**src/rtl/eep_poll_pkg.sv**
```systemverilog
`timescale 1ns/1ps
package eep_poll_pkg;
  typedef enum logic [2:0] {
    ST_IDLE,
    ST_WSET,
    ST_WPUL,
    ST_WHLD,
    ST_RSET,
    ST_RACC,
    ST_RREC
  } st_e;
endpackage

```
**src/rtl/eep_phase_timer.sv**
```systemverilog
`timescale 1ns/1ps
module eep_phase_timer #(
  parameter int TW = 4
) (
  input  logic          clk_i,
  input  logic          rst_ni,
  input  logic          load_i,
  input  logic [TW-1:0] val_i,
  output logic          zero_o
);
  logic [TW-1:0] cnt_q;

  always_ff @(posedge clk_i or negedge rst_ni) begin
    if (!rst_ni)             cnt_q <= '0;
    else if (load_i)         cnt_q <= val_i;
    else if (cnt_q != '0)    cnt_q <= cnt_q - 1'b1;
  end

  assign zero_o = (cnt_q == '0);
endmodule

```
**src/rtl/eep_cmpl_judge.sv**
```systemverilog
`timescale 1ns/1ps
module eep_cmpl_judge (
  input  logic clk_i,
  input  logic rst_ni,
  input  logic clr_i,
  input  logic smp_i,
  input  logic mode_i,
  input  logic ref_b7_i,
  input  logic rd_b7_i,
  input  logic rd_b6_i,
  output logic hit_o
);
  logic have_q, prev_q;

  always_ff @(posedge clk_i or negedge rst_ni) begin
    if (!rst_ni) begin
      have_q <= 1'b0;
      prev_q <= 1'b0;
    end else if (clr_i) begin
      have_q <= 1'b0;
    end else if (smp_i) begin
      have_q <= 1'b1;
      prev_q <= rd_b6_i;
    end
  end

  // mode 0: bit 7 matches written data; mode 1: bit 6 stable over two reads
  assign hit_o = mode_i ? (have_q && (rd_b6_i == prev_q)) : (rd_b7_i == ref_b7_i);
endmodule

```
**src/rtl/eep_strobe_dec.sv**
```systemverilog
`timescale 1ns/1ps
module eep_strobe_dec
  import eep_poll_pkg::*;
(
  input  st_e  st_i,
  output logic ce_no,
  output logic we_no,
  output logic oe_no,
  output logic dq_oe_o
);
  always_comb begin
    ce_no   = 1'b1;
    we_no   = 1'b1;
    oe_no   = 1'b1;
    dq_oe_o = 1'b0;
    unique case (st_i)
      ST_WSET: begin ce_no = 1'b0; dq_oe_o = 1'b1; end
      ST_WPUL: begin ce_no = 1'b0; we_no = 1'b0; dq_oe_o = 1'b1; end
      ST_WHLD: dq_oe_o = 1'b1;
      ST_RACC: begin ce_no = 1'b0; oe_no = 1'b0; end
      default: ;
    endcase
  end
endmodule

```
**src/rtl/eep_wr_poller.sv**
```systemverilog
`timescale 1ns/1ps
module eep_wr_poller
  import eep_poll_pkg::*;
#(
  parameter int ADDR_W       = 16,
  parameter int DATA_W       = 8,
  parameter int PAGE_BYTES   = 128,
  parameter int SETUP_CYC    = 2,
  parameter int PULSE_CYC    = 5,
  parameter int HOLD_CYC     = 2,
  parameter int ACC_CYC      = 5,
  parameter int LOAD_WIN_CYC = 5000,
  parameter int MAX_POLLS    = 4000,
  localparam int OFF_W       = $clog2(PAGE_BYTES),
  localparam int PG_W        = ADDR_W - OFF_W
) (
  input  logic              clk_i,
  input  logic              rst_ni,
  input  logic              start_i,
  input  logic              mode_i,
  input  logic [PG_W-1:0]   page_i,
  input  logic [OFF_W-1:0]  len_m1_i,
  input  logic [DATA_W-1:0] byte_i,
  output logic [OFF_W-1:0]  byte_idx_o,
  output logic              busy_o,
  output logic              done_o,
  output logic              timeout_o,
  output logic              ce_no,
  output logic              we_no,
  output logic              oe_no,
  output logic [ADDR_W-1:0] addr_o,
  output logic [DATA_W-1:0] dq_o,
  output logic              dq_oe_o,
  input  logic [DATA_W-1:0] dq_i
);
  localparam int POLL_BIT = 7;
  localparam int TOG_BIT  = 6;
  localparam int M1   = (SETUP_CYC > PULSE_CYC) ? SETUP_CYC : PULSE_CYC;
  localparam int M2   = (HOLD_CYC > ACC_CYC) ? HOLD_CYC : ACC_CYC;
  localparam int MAXC = (M1 > M2) ? M1 : M2;
  localparam int TW   = $clog2(MAXC + 1);
  localparam int PW   = $clog2(MAX_POLLS + 1);
  localparam logic [OFF_W-1:0] OFF_ONE  = OFF_W'(1);
  localparam logic [PW-1:0]    POLL_END = PW'(MAX_POLLS - 1);

  st_e st_q, st_d;
  logic              mode_q;
  logic [OFF_W-1:0]  len_q, off_q;
  logic [ADDR_W-1:0] addr_q;
  logic [DATA_W-1:0] dq_q;
  logic [PW-1:0]     poll_q;
  logic              done_q, to_q;

  logic          tm_load, tm_zero;
  logic [TW-1:0] tm_val;
  logic ld_first, ld_next, rd_clr, rd_smp, poll_inc, fin_done, fin_to, hit;
  logic unused_dq;

  assign unused_dq = ^dq_i;

  eep_phase_timer #(.TW(TW)) u_timer (
    .clk_i  (clk_i),
    .rst_ni (rst_ni),
    .load_i (tm_load),
    .val_i  (tm_val),
    .zero_o (tm_zero)
  );

  eep_cmpl_judge u_judge (
    .clk_i    (clk_i),
    .rst_ni   (rst_ni),
    .clr_i    (rd_clr),
    .smp_i    (rd_smp),
    .mode_i   (mode_q),
    .ref_b7_i (dq_q[POLL_BIT]),
    .rd_b7_i  (dq_i[POLL_BIT]),
    .rd_b6_i  (dq_i[TOG_BIT]),
    .hit_o    (hit)
  );

  eep_strobe_dec u_dec (
    .st_i    (st_q),
    .ce_no   (ce_no),
    .we_no   (we_no),
    .oe_no   (oe_no),
    .dq_oe_o (dq_oe_o)
  );

  always_comb begin
    st_d     = st_q;
    tm_load  = 1'b0;
    tm_val   = '0;
    ld_first = 1'b0;
    ld_next  = 1'b0;
    rd_clr   = 1'b0;
    rd_smp   = 1'b0;
    poll_inc = 1'b0;
    fin_done = 1'b0;
    fin_to   = 1'b0;
    unique case (st_q)
      ST_IDLE: if (start_i) begin
        st_d = ST_WSET; tm_load = 1'b1; tm_val = TW'(SETUP_CYC - 1); ld_first = 1'b1;
      end
      ST_WSET: if (tm_zero) begin
        st_d = ST_WPUL; tm_load = 1'b1; tm_val = TW'(PULSE_CYC - 1);
      end
      ST_WPUL: if (tm_zero) begin
        st_d = ST_WHLD; tm_load = 1'b1; tm_val = TW'(HOLD_CYC - 1);
      end
      ST_WHLD: if (tm_zero) begin
        tm_load = 1'b1; tm_val = TW'(SETUP_CYC - 1);
        if (off_q == len_q) st_d = ST_RSET;
        else begin st_d = ST_WSET; ld_next = 1'b1; end
      end
      ST_RSET: if (tm_zero) begin
        st_d = ST_RACC; tm_load = 1'b1; tm_val = TW'(ACC_CYC - 1); rd_clr = 1'b1;
      end
      ST_RACC: if (tm_zero) begin
        rd_smp = 1'b1;
        if (hit) begin
          st_d = ST_IDLE; fin_done = 1'b1;
        end else if (poll_q == POLL_END) begin
          st_d = ST_IDLE; fin_to = 1'b1;
        end else begin
          st_d = ST_RREC; tm_load = 1'b1; tm_val = TW'(HOLD_CYC - 1); poll_inc = 1'b1;
        end
      end
      ST_RREC: if (tm_zero) begin
        st_d = ST_RACC; tm_load = 1'b1; tm_val = TW'(ACC_CYC - 1);
      end
      default: st_d = ST_IDLE;
    endcase
  end

  always_ff @(posedge clk_i or negedge rst_ni) begin
    if (!rst_ni) begin
      st_q   <= ST_IDLE;
      mode_q <= 1'b0;
      len_q  <= '0;
      off_q  <= '0;
      addr_q <= '0;
      dq_q   <= '0;
      poll_q <= '0;
      done_q <= 1'b0;
      to_q   <= 1'b0;
    end else begin
      st_q   <= st_d;
      done_q <= fin_done;
      to_q   <= fin_to;
      if (ld_first) begin
        mode_q <= mode_i;
        len_q  <= len_m1_i;
        off_q  <= '0;
        addr_q <= {page_i, {OFF_W{1'b0}}};
        dq_q   <= byte_i;
        poll_q <= '0;
      end
      if (ld_next) begin
        off_q              <= off_q + OFF_ONE;
        addr_q[OFF_W-1:0]  <= off_q + OFF_ONE;
        dq_q               <= byte_i;
      end
      if (poll_inc) poll_q <= poll_q + 1'b1;
    end
  end

  assign byte_idx_o = (st_q == ST_IDLE) ? '0 : off_q + OFF_ONE;
  assign busy_o     = (st_q != ST_IDLE);
  assign done_o     = done_q;
  assign timeout_o  = to_q;
  assign addr_o     = addr_q;
  assign dq_o       = dq_q;
endmodule

```
**config.mk**
```make
export PLATFORM = sky130hd
export DESIGN_NAME = eep_wr_poller
export DESIGN_NICKNAME = d
export VERILOG_FILES = /design/src/rtl/eep_poll_pkg.sv /design/src/rtl/eep_phase_timer.sv /design/src/rtl/eep_cmpl_judge.sv /design/src/rtl/eep_strobe_dec.sv /design/src/rtl/eep_wr_poller.sv
export SDC_FILE = /design/constraint.sdc
export NUM_CORES = 1
export LEC_CHECK = 0
export BUFFER_PORTS_ARGS = -buffer_cell sky130_fd_sc_hd__buf_2
export CORE_MARGIN = 1
export CORE_UTILIZATION = 53
export CTS_CLUSTER_DIAMETER = 40
export DETAILED_ROUTE_END_ITERATION = 10
export PLACE_DENSITY = 0.8
export SETUP_SLACK_MARGIN = 0.4
export SYNTH_ARGS = -nofsm -noshare
export SYNTH_HDL_FRONTEND = slang
export SYNTH_SLANG_ARGS = --single-unit
```
**constraint.sdc**
```tcl
create_clock -name clk_i -period 2.75 [get_ports clk_i]
set_input_delay 0.1375 -clock clk_i [delete_from_list [all_inputs] [get_ports clk_i]]
set_output_delay 0.1375 -clock clk_i [all_outputs]
set_load 0.005 [all_outputs]
```
After elaboration in Yosys (flattened, before gate mapping)
Cells that the tools add are included.
Word-level totals
  register bits after elaboration: 61
  bits in latches: 0
  logic and storage cells: 105
  bits in read-only memories: 0
  input bits: 36
  memories kept: 0
  bits in writable memories: 0
Operators by class
  equal/unequal tests: 16
  shift operators: 0
  div/mod/pow operators: 0
  muxes and demuxes: 55
  multipliers: 0
  bitwise operators: 1
  $lt $le $gt $ge: 0
  reductions and logical operators: 17
  $add $sub $neg: 3
Operator list (count)
  $mux 3: 12
  $mux 7: 5
  $mux 1: 31
  $mux 12: 2
  $pmux 3 s6: 1
  $mux 8: 2
  $add 12x1->12 const B: 1
  $eq 12x12->1 const B: 1
  $pmux 3 s4: 1
  $ne 2x2->1 const B: 5
  $eq 3x3->1 const B: 3
  $reduce_or 3->1: 3
  $reduce_bool 2->1: 4
  $add 7x1->7 const B: 1
  $eq 7x7->1: 1
  $eq 3x2->1 const B: 2
  $logic_not 3->1: 2
  $reduce_and 6->1: 1
  $reduce_bool 3->1: 2
  $reduce_or 5->1: 1
  $reduce_or 2->1: 2
  $eq 3x1->1 const B: 1
  $pmux 1 s3: 1
  $sub 3x1->3 const B: 1
  5 further kinds: 6

Logic depth before layout (Yosys ltp)
Gate-level depths: netlist of the first run.
  depth in word-level cells: 7
  gate-level depth with buffers: 8

By module
Synthesis of the first run repeated with hierarchy kept, for this count alone.
Unflattened totals
  cells, all modules: 260
  area, all modules: 2748.9 µm²
By module, submodules not included
  eep_wr_poller: seq. area each 1226.2 µm², times used 1, cells an instance 223, area an instance 2389.8 µm²
  eep_phase_timer: seq. area each 75.1 µm², times used 1, cells an instance 21, area an instance 200.2 µm²
  eep_cmpl_judge: seq. area each 50.0 µm², times used 1, cells an instance 10, area an instance 113.9 µm²
  eep_strobe_dec: seq. area each 0.0 µm², times used 1, cells an instance 6, area an instance 45.0 µm²

Worst setup path after synthesis of the first run
OpenSTA, ideal clock, no wires.
  path kind: flip-flop to flip-flop
  start: register u_timer.cnt_q[0]
  end: register poll_q[9]
  required time: 2673 ps
  buffers on the path: 1
  path slack: 839 ps
  clock period less this slack: 1911 ps
  arrival: 1834 ps
  setup time: 77 ps
  cell stages (with the launch flop): 9
  cells stage by stage: dfrtp_1 -> inv_1 -> ha_1 -> nor2b_1 -> buf_2 -> nand3_4 -> nor4_4 -> or3b_1 -> a21oi_1
On the way
  word-level cells in the longest chain between the ends: 4
Ends and longest elaborated chain
  from (decl): RTL line eep_phase_timer.sv:11  | logic [TW-1:0] cnt_q;
  from (signal assigned): RTL line eep_phase_timer.sv:15  | else if (load_i) cnt_q <= val_i;
  from (signal assigned): RTL line eep_phase_timer.sv:16  | else if (cnt_q != '0) cnt_q <= cnt_q - 1'b1;
  $logic_not 3->1 (*): RTL line eep_phase_timer.sv:19  | assign zero_o = (cnt_q == '0);
  $mux 1 (*): RTL line eep_wr_poller.sv:118  | ST_RACC: if (tm_zero) begin
  $mux 1 (*): RTL line eep_wr_poller.sv:100  | unique case (st_q)
  $mux 12 / $reduce_bool 2->1 (equally long branches)
  to (signal assigned): RTL line eep_wr_poller.sv:163  | if (poll_inc) poll_q <= poll_q + 1'b1;
  to (decl): RTL line eep_wr_poller.sv:51  | logic [PW-1:0] poll_q;
Every way passes the cells marked *; elsewhere a longest branch is shown, timed or not.
A chain may end at the register's enable or synchronous reset.

Worst setup path in the final report of the first run
  start: register poll_q[0]
  end: register poll_q[2]
On the way
  word-level cells in the longest chain between the ends: 6
Ends and longest elaborated chain
  $eq 12x12->1: RTL line eep_wr_poller.sv:122  | end else if (poll_q == POLL_END) begin
  $mux 1: RTL line eep_wr_poller.sv:122
  $mux 1: RTL line eep_wr_poller.sv:120  | if (hit) begin
  $mux 1: RTL line eep_wr_poller.sv:118
  $mux 1: RTL line eep_wr_poller.sv:100
  $mux 12 / $reduce_bool 2->1 (equally long branches)
Several ways; a longest one is shown, not always the timed one.

==> impl_metrics.py, run 1 <==
metrics = {
    "sta": {
        "finalHoldViolCount": 0,
        "rsz0062_at_grt": "true",
        "tightest_slew_ns": 0.880,
        "setup_viol": 0,
        "drv_slew": 0,
        "slew_headroom_pct": 41.3,
        "period_share_pct": 78.8,
        "max_clock_freq_ghz": 0.461,
        "layout_min_cycle_time_ns": 2.17,
        "finalSetupTns_ns": 0,
        "clock_skew_ns": 0.00596,
    },
    "floorplan": {
        "die_width_um": 74.9,
        "die_area_um2": 5610,
        "start_util_pct": 55.2,
        "rows": 26,
        "pin_count": 74,
        "die_h_um": 74.9,
        "core-area_um2": 5110,
    },
    "drt": {
        "wl_met3_um": 305,
        "firstDrtPassIters": 4,
        "drtAntennaViolNets": 0,
        "drcViolationCount": 0,
        "wl_per_cell_um": 14.1,
        "dr.max_layer_used": "met4",
        "vias": 2316,
        "wl_met1_um": 2660,
        "first_iter_violations": 165,
        "routed_wl_um": 6160,
        "via_per_inst": 5.31,
        "wl_met2_um": 3090,
    },
    "finish": {
        "fillers": 423,
        "drive_gt1_share_pct": 28.1,
        "nets": 405,
        "syn2layout_area_growth_pct": 19.6,
        "final_area_um2": 3370,
        "diodes": 0,
        "post-route-util_pct": 66.0,
    },
    "yosys": {
        "ys_ff_latch": 54,
        "syn_area_per_cell_um2": 9.46,
        "synthTopCellsByArea": "dfrtp_1, nand2_1, mux2_4",
        "ys_warn_count": 0,
        "synth_nets": 338,
        "syn_inst": 298,
        "async_flop_share_pct": 100,
        "ys_seq_area_share_pct": 48.0,
        "synth_edf_count": 0,
        "yosys-top-cells-count": "nand2_1, dfrtp_1, nor2_1",
        "synth_cell_types": 49,
        "synth_ff_type": "dfrtp_1",
        "syn_area_um2": 2820,
        "synth.most_common_cell": "nand2_1",
        "synth_top_area_cell": "dfrtp_1",
        "yosysTopAreaCellShare_pct": 48.0,
    },
    "worst_setup_path": {
        "cpMaxStageDelayCell": "or4_1",
        "critPathCaptureType": "flip-flop",
        "start_kind": "flip-flop",
        "path_buf_inv": 0,
        "crit_family": "simple AND/OR/NAND/NOR gates",
        "worstPathRequired_ns": 2.98,
        "path_max_fanout": 5,
        "cp_cell_sequence": "ha_1 > nand4_1 > or4_1 > a31oi_1 > o21ai_0 > o21ai_0",
        "crit_type": "reg -> reg",
        "worst_path_largest_cell_delay_ns": 0.57,
        "rr_endpoint": "poll_q[2]$_DFFE_PN0P_",
        "cp_common_cell": "o21ai_0",
        "r2r_cells": 6,
        "r2r-start": "poll_q[0]$_DFFE_PN0P_",
        "critical_path_arrival_ns": 2.40,
        "reg2reg_setup_slack_ns": 0.58,
    },
    "placement": {
        "dpl.hpwl_um": 4330,
        "place.gp.congestion": 0.811,
        "numPortBuffers": 67,
        "placed_cell_area_um2": 3210,
    },
    "clocking": {
        "clk_pin_slew_ns": 0.09,
        "cts_tree": "done",
        "root_buffer": "clkbuf_8",
        "cts_buffers": 5,
        "htreeDepth": 2,
        "clock_path_buffers": 2,
        "cts.sinks": 54,
        "clk_latency_ns": 0.31,
    },
    "power_and_ir_drop": {
        "swShare_pct": 36.9,
        "power_frac_seq_pct": 41.2,
        "p_switching_w": 0.00126,
        "ir_drop_mv": 0.488,
        "powerDensity_nw_per_um2": 1010,
        "power.share.clock_pct": 18.9,
        "power.internal_w": 0.00216,
        "p_comb_share_pct": 39.8,
        "p_leak_nw": 1.71,
    },
    "min_path": {
        "hp-start": "page_i[2]",
        "hp-class": "in -> reg",
        "min_to": "addr_o[9]$_DFFE_PN0P_",
        "worstHoldPathCells": 3,
    },
    "flow_run": {
        "drv_cap": 0,
    },
    "global_route": {
        "antenna_found_initial": 0,
        "grt_usage_pct": 23.5,
        "grt_pass1_vias": 2146,
        "grt_pass1_wl_um": 9910,
        "grt_start_max_net_pins": 41,
        "overflow": 0,
    },
    "run_status": {
        "status": "complete, no violations",
    },
}
==> routing by layer <==
metal,GRT usage (%),up-vias
met2,39.4,74
met4,9.43,0
met1,29.5,1092
met3,5.35,11
li1,-,1139
met5,0,-
==> timing repair <==
| action | in CTS | in global routing |
|---|---|---|
| setup buffers | 0 | 0 |
| endpoints found under the hold margin | 39 | 0 |
| resized for setup | 0 | 1 |
| hold buffers | 2 | 0 |
| setup endpoints to repair | 0 | 3 |
==> worst max path at each step <==
| stage | startpoint | end | cells past startpoint |
|---|---|---|---|
| global placement | addr_o[6]$_DFFE_PN0P_ | dq_o[4]$_DFFE_PN0P_ | 5 |
| floorplan | u_timer.cnt_q[0]$_DFFE_PN0P_ | poll_q[9]$_DFFE_PN0P_ | 8 |
| global route | poll_q[1]$_DFFE_PN0P_ | u_timer.cnt_q[1]$_DFFE_PN0P_ | 5 |
| CTS | addr_o[6]$_DFFE_PN0P_ | dq_o[7]$_DFFE_PN0P_ | 5 |
| detailed placement | addr_o[6]$_DFFE_PN0P_ | dq_o[7]$_DFFE_PN0P_ | 5 |
| finish | poll_q[0]$_DFFE_PN0P_ | poll_q[2]$_DFFE_PN0P_ | 6 |
==> cells by family after synthesis <==
group / count (synthesis) / synth area share [%]
compound gates: 42 / 9.41
xor+xnor: 16 / 4.97
fa+ha+maj: 4 / 1.78
buf+inv: 23 / 4.13
flops: 54 / 48.0
mux: 17 / 7.55
simple gates: 142 / 24.2
==> placed cells by master (no fill, tap or decap), drive strengths merged, types with 4 or more instances in the layout <==
master and count:
xor2 12, nand2 76, a21oi 8, nor4 5
clkbuf 6, mux2i 7, mux2 10, nand3 14
buf 75, nor2 19, xnor2 4, inv 6
nor3 7, dfrtp 54, ha 4, o21ai 18
==> state kept, by name, summed over array words and instances, names as in the netlist <==
register        cells
addr_o             16
poll_q             12
dq_o                8
len_q               7
st_q                3
u_timer.cnt_q       3
done_o              1
mode_q              1
timeout_o           1
u_judge.have_q      1
u_judge.prev_q      1
==> layout make-up <==
class / count / area, µm² / share of cell area (%)
flip-flops and latches: 54 / 1350 / 40.1
multi-input cells: 221 / 1350 / 40.1
repair buffers: 77 / 415 / 12.3
well taps: 70 / 87.6 / 2.60
clock buffers: 6 / 82.6 / 2.45
clock inverters: 2 / 60.1 / 1.78
inverters: 6 / 22.5 / 0.668
==> through the flow <==
stage               worst slack (ns)  hold WS [ns]  cells  power, W
global route                   0.378        0.0173    436   0.00367
finish                         0.583       0.00822    436   0.00342
detailed placement             0.487         0.317    426   0.00278
CTS                            0.468       0.00135    436   0.00343
floorplan                      0.839        -0.158    298   0.00230
global placement               0.610         0.321    426   0.00269
==> power groups by stage <==
stage / clock [W] / combinational (W) / sequential [W]
finish: 0.000648 / 0.00136 / 0.00141
CTS: 0.000658 / 0.00137 / 0.00140
floorplan: 0 / 0.000981 / 0.00132
global placement: 0 / 0.00129 / 0.00140
detailed placement: 0 / 0.00137 / 0.00141
global route: 0.000682 / 0.00153 / 0.00145
==> worst reg2reg max path: cells and delay by family, from the launching register on <==
kind / cells / cell delay [ns]
simple gates: 2 / 0.80
fa+ha+maj: 1 / 0.24
flops: 1 / 0.41
compound gates: 3 / 0.64
No activity file was read; power rests on OpenSTA's default activity.
==> run 2, diff against run 1 <==
- clock period: 2.75 -> 2.2 ns (I/O delays scaled with it)
==> run 2 against run 1 <==
  * Sequential share of layout area fell by 4.9 points
  * First-iteration DRC count rose by 9.1%
  * Critical path depth rose by 1
  * Clock skew grew 0.0021 ns
==> impl_metrics.py, run 2 (synthesized netlist as in run 1, its figures left out) <==
metrics = {
    "global_route": {
        "met3_usage_pct": 4.82,
        "antenna_found_initial": 0,
        "grt_start_max_net_pins": 55,
        "grtUsageMet1_pct": 31.7,
        "grt_usage_pct": 25.3,
        "grt_pass1_wl_um": 10800,
        "grt_pass1_vias": 2448,
        "grt_busiest_layer": "met2",
        "overflow": 0,
        "grtUsageMet2_pct": 44.0,
    },
    "min_path": {
        "hp-start": "len_m1_i[1]",
        "hp-class": "in -> reg",
        "min_to": "len_q[1]$_DFFE_PN0P_",
        "worstHoldPathCells": 3,
    },
    "worst_setup_path": {
        "path_max_fanout": 4,
        "critical_path_arrival_ns": 2.12,
        "r2r-start": "poll_q[0]$_DFFE_PN0P_",
        "cpMaxStageDelayCell": "dfrtp_1",
        "start_kind": "flip-flop",
        "cp_common_cell": "buf_4",
        "worstPathRequired_ns": 2.40,
        "crit_type": "reg -> reg",
        "cp_cell_sequence": "ha_2 > nand4_1 > buf_4 > nor4_4 > buf_4 > nor3_1 > o221a_2",
        "reg2reg_setup_slack_ns": 0.28,
        "r2r_cells": 7,
        "crit_family": "simple AND/OR/NAND/NOR gates",
        "path_buf_inv": 2,
        "rr_endpoint": "st_q[2]$_DFFE_PN0P_",
        "critPathCaptureType": "flip-flop",
        "worst_path_largest_cell_delay_ns": 0.41,
    },
    "floorplan": {
        "rows": 26,
        "die_width_um": 74.9,
        "core-area_um2": 5110,
        "die_area_um2": 5610,
        "start_util_pct": 55.2,
        "pin_count": 74,
        "die_h_um": 74.9,
    },
    "clocking": {
        "clock_path_buffers": 2,
        "clk_latency_ns": 0.31,
        "cts_tree": "done",
        "cts.sinks": 54,
        "cts_buffers": 5,
        "clk_pin_slew_ns": 0.09,
        "htreeDepth": 2,
        "root_buffer": "clkbuf_8",
    },
    "drt": {
        "first_iter_violations": 180,
        "via_per_inst": 5.36,
        "routed_wl_um": 6930,
        "drtAntennaViolNets": 0,
        "firstDrtPassIters": 4,
        "drcViolationCount": 0,
        "wl_per_cell_um": 14.6,
        "vias": 2549,
    },
    "sta": {
        "max_clock_freq_ghz": 0.521,
        "finalHoldViolCount": 0,
        "period_share_pct": 87.3,
        "tightest_slew_ns": 0.668,
        "rsz0062_at_grt": "true",
        "slew_headroom_pct": 55.5,
        "drv_slew": 0,
        "setup_viol": 0,
        "finalSetupTns_ns": 0,
        "layout_min_cycle_time_ns": 1.92,
        "clock_skew_ns": 0.00807,
    },
    "run_status": {
        "status": "complete, no violations",
    },
    "finish": {
        "diodes": 0,
        "nets": 445,
        "largest_reg_flops": 16,
        "drive_gt1_share_pct": 37.7,
        "syn2layout_area_growth_pct": 36.2,
        "layout_common_cells": "nand2_1, buf_2, dfrtp_1, buf_4, nor2_1",
        "layout_commonest_cell": "nand2_1",
        "post-route-util_pct": 75.2,
    },
    "power_and_ir_drop": {
        "swShare_pct": 38.0,
        "power.internal_w": 0.00280,
        "powerDensity_nw_per_um2": 1180,
        "power_frac_seq_pct": 37.9,
        "power.share.clock_pct": 14.5,
        "p_comb_share_pct": 47.6,
        "p_switching_w": 0.00171,
        "p_leak_nw": 1.92,
        "ir_drop_mv": 0.689,
        "power_w": 0.00452,
    },
    "placement": {
        "numPortBuffers": 67,
        "dpl.hpwl_um": 4240,
        "place.gp.congestion": 0.833,
    },
    "flow_run": {
        "drv_cap": 0,
    },
}
[run 2: worst max-delay path by stage]
stage / start / slack [ns] / to / cells after the start
6_report: poll_q[0]$_DFFE_PN0P_ / 0.28 / st_q[2]$_DFFE_PN0P_ / 7
5_1_grt: poll_q[0]$_DFFE_PN0P_ / 0.24 / st_q[2]$_DFFE_PN0P_ / 7
4_1_cts: len_q[2]$_DFFE_PN0P_ / 0.33 / dq_o[0]$_DFFE_PN0P_ / 6
3_5_place_dp: addr_o[6]$_DFFE_PN0P_ / 0.13 / addr_o[6]$_DFFE_PN0P_ / 6
3_3_place_gp: u_timer.cnt_q[0]$_DFFE_PN0P_ / 0.21 / poll_q[9]$_DFFE_PN0P_ / 7
2_1_floorplan: addr_o[6]$_DFFE_PN0P_ / 0.30 / dq_o[0]$_DFFE_PN0P_ / 6
[run 2: area by class of cell]
cell class                 instances  area [µm²]
multi-input combinational        221        1500
inverter                           6        22.5
clock inverter                     3        40.0
timing repair buffer             117         769
tap                               70        87.6
sequential                        54        1350
fill                             360        1270
clock buffer                       5        68.8
[run 2: timing repair]
action | 4_1_cts | 5_1_grt
hold buffers | 13 | 0
pin swaps | 7 | 13
gates cloned | 1 | 0
resized for setup | 24 | 25
hold endpoints to repair | 66 | 0
setup endpoints to repair | 23 | 27
setup buffers | 8 | 10
[run 2: power groups by stage]
stage | logic, W | clock network [W] | registers (W)
floorplan | 0.00123 | 0 | 0.00165
CTS | 0.00204 | 0.000664 | 0.00170
global placement | 0.00178 | 0 | 0.00168
detailed placement | 0.00186 | 0 | 0.00169
global route | 0.00238 | 0.000701 | 0.00177
finish | 0.00215 | 0.000657 | 0.00171
[run 2: through the flow]
stage	area, µm²	setup slack, ns	hold slack, ns	std cells
4_1_cts	3690	0.330	0.00125	466
3_3_place_gp	3280	0.207	0.276	436
3_5_place_dp	3280	0.133	0.279	436
6_report	3840	0.279	0.000730	476
2_1_floorplan	2820	0.297	-0.186	298
5_1_grt	3840	0.244	0.00258	476
[run 2: worst reg2reg max path: cells and delay by family, from the launching register on]
kind,cells,cell delay (ns)
DFF,1,0.41
buffers and inverters,2,0.39
adders and majority gates,1,0.20
AOI/OAI and AO/OA,1,0.30
and+or+nand+nor,3,0.51
[run 2: per-layer routing]
metal / wire length [µm] / vias to the layer above / part of all wire [%]
li1: - / 1224 / -
met1: 2970 / 1233 / 43
met3: 308 / 11 / 4.4
met4: 112 / 0 / 1.6
met2: 3540 / 81 / 51
met5: 0 / - / 0
==> run 3, diff against run 2 <==
- ABC_AREA: unset -> 1
==> run 3 against run 2 <==
  * Synthesized cell count up 17%
  * Total power fell by 9.4%
  * Fmax grew 9.5%
  * First-iteration DRC count is 32% lower
==> impl_metrics.py, run 3 <==
metrics = {
    "finish": {
        "diodes": 0,
        "layout_common_cells": "nand2_1, buf_2, dfrtp_1, inv_1, nand3_1",
        "largest_reg_flops": 16,
        "drive_gt1_share_pct": 31.1,
        "syn2layout_area_growth_pct": 23.8,
        "nets": 476,
        "layout.cells.non_filler": 507,
        "fillers": 402,
        "layout_commonest_cell": "nand2_1",
        "final_area_um2": 3630,
    },
    "clocking": {
        "clk_latency_ns": 0.31,
        "cts_buffers": 5,
        "clk_pin_slew_ns": 0.10,
        "cts.sinks": 54,
        "root_buffer": "clkbuf_8",
        "htreeDepth": 2,
        "clock_path_buffers": 2,
        "cts_tree": "done",
    },
    "placement": {
        "dp.cells": 482,
        "numPortBuffers": 67,
        "dpl.hpwl_um": 4280,
        "placed_cell_area_um2": 3320,
        "place.gp.congestion": 0.845,
    },
    "worst_setup_path": {
        "path_max_fanout": 6,
        "start_kind": "flip-flop",
        "critPathCaptureType": "output port",
        "crit_type": "reg -> out",
        "worstPathRequired_ns": 2.09,
        "critical_path_arrival_ns": 1.64,
    },
    "yosys": {
        "synthTopCellsByArea": "dfrtp_1, nand2_1, nand3_1",
        "synth_compound_area_share_pct": 7.51,
        "synth_edf_count": 0,
        "async_flop_share_pct": 100,
        "synth_top_family_by_area": "simple AND/OR/NAND/NOR gates",
        "syn_area_um2": 2930,
        "yosysTopAreaCellShare_pct": 46.1,
        "synth_top_area_cell": "dfrtp_1",
        "ys_seq_area_share_pct": 46.1,
        "synth_nets": 390,
        "synth_cell_types": 31,
        "yosys.area_share.adder_pct": 1.71,
        "ys_warn_count": 0,
        "synth.most_common_cell": "nand2_1",
        "ys_ff_latch": 54,
        "syn_inst": 350,
        "muxShareOfSynthArea_pct": 5.37,
        "yosys-top-cells-count": "nand2_1, dfrtp_1, inv_1",
        "synthXorXnorAreaFrac_pct": 2.99,
        "synthSimpleGateAreaFrac_pct": 27.7,
        "synth_ff_type": "dfrtp_1",
        "syn_area_per_cell_um2": 8.38,
    },
    "sta": {
        "rsz0062_at_grt": "true",
        "period_share_pct": 79.7,
        "clock_skew_ns": 0.00760,
        "tightest_slew_ns": 0.440,
        "slew_headroom_pct": 70.4,
        "max_clock_freq_ghz": 0.570,
        "finalSetupTns_ns": 0,
        "finalHoldViolCount": 0,
        "drv_slew": 0,
        "layout_min_cycle_time_ns": 1.75,
        "setup_viol": 0,
    },
    "floorplan": {
        "pin_count": 74,
        "rows": 26,
        "die_h_um": 76.4,
        "core-area_um2": 5200,
        "start_util_pct": 56.4,
        "die_width_um": 76.4,
        "die_area_um2": 5840,
    },
    "flow_run": {
        "drv_cap": 0,
    },
    "min_path": {
        "hp-class": "in -> reg",
    },
    "run_status": {
        "status": "complete, no violations",
    },
    "global_route": {
        "grt_usage_pct": 22.9,
        "antenna_found_initial": 0,
        "grt_pass1_wl_um": 10700,
        "grt_pass1_vias": 2418,
        "overflow": 0,
        "grt_start_max_net_pins": 44,
    },
    "drt": {
        "firstDrtPassIters": 4,
        "drcViolationCount": 0,
        "first_iter_violations": 123,
        "wl_per_cell_um": 13.0,
        "routed_wl_um": 6600,
        "vias": 2571,
        "drtAntennaViolNets": 0,
        "via_per_inst": 5.07,
    },
    "power_and_ir_drop": {
        "powerDensity_nw_per_um2": 1130,
        "p_leak_nw": 1.88,
        "ir_drop_mv": 0.765,
    },
}
## run 3: cells by family after synthesis
| group | count (synthesis) |
|---|---|
| adders and majority gates | 4 |
| DFF | 54 |
| xor gates and xnor gates | 10 |
| AOI/OAI and AO/OA | 35 |
| and+or+nand+nor | 177 |
| buffers and inverters | 59 |
| muxes | 11 |
## run 3: through the flow
| step | utilization [%] | setup slack, ns | total power, W | hold slack [ns] |
|---|---|---|---|---|
| after floorplan | - | 0.584 | 0.00281 | -0.186 |
| after global placement | 63.7 | 0.455 | 0.00324 | -0.0568 |
| after detailed placement | 63.7 | 0.413 | 0.00331 | -0.0553 |
| after CTS | 67.8 | 0.398 | 0.00400 | 0.0148 |
| after global routing | 69.8 | 0.372 | 0.00441 | 0.0113 |
| final | 69.8 | 0.446 | 0.00409 | 0.0205 |
## run 3: final cells by class
class / count / area (µm²) / share of cell area (%)
repair buffers: 86 / 500 / 13.8
multi-input cells: 238 / 1380 / 38.1
inverters: 51 / 194 / 5.34
clock buffers: 6 / 72.6 / 2.00
flip-flops and latches: 54 / 1360 / 37.4
well taps: 70 / 87.6 / 2.41
clock inverters: 2 / 37.5 / 1.03
## run 3: critical path, cell delays in order, from the launching register on
cell and delay [ns]:
dfrtp_2 0.44, ha_4 0.17, nand3_1 0.15, nor3_2 0.23
xnor2_1 0.17, nor2_1 0.06, buf_2 0.13
## run 3: worst paths after layout
kind	startpoint	endpoint	slack [ns]	depth (start not counted)
min in group asynchronous	rst_ni	dq_o[6]$_DFFE_PN0P_	0.13	2
worst max-delay path	addr_o[1]$_DFFE_PN0P_	byte_idx_o[6]	0.45	6
worst min register to register	dq_o[0]$_DFFE_PN0P_	dq_o[0]$_DFFE_PN0P_	0.52	2
worst min-delay path	page_i[0]	addr_o[7]$_DFFE_PN0P_	0.02	2
max in group asynchronous	rst_ni	addr_o[2]$_DFFE_PN0P_	1.51	3
worst max register to register	poll_q[0]$_DFFE_PN0P_	u_timer.cnt_q[1]$_DFFE_PN0P_	0.53	9
## run 3: power breakdown
group	total, W	internal [W]	leakage (nW)	switching, W
clock network	0.000667	0.000340	0.0514	0.000327
registers	0.00156	0.00132	0.676	0.000235
logic	0.00187	0.000799	1.15	0.00107
## run 3: timing repair
action,4_1_cts,5_1_grt
gates cloned,0,1
setup buffers,0,7
endpoints found under the setup margin,2,40
gates resized for setup,4,8
endpoints found under the hold margin,62,0
hold buffers,9,0
pin swaps,0,5
## run 3: metal layers
layer | wire length, µm | up-vias | GRT usage, %
met1 | 2860 | 1198 | 28.9
met4 | 108 | 0 | 7.69
met5 | 0 | - | 0
met3 | 389 | 11 | 5.51
li1 | - | 1293 | -
met2 | 3250 | 69 | 38.5
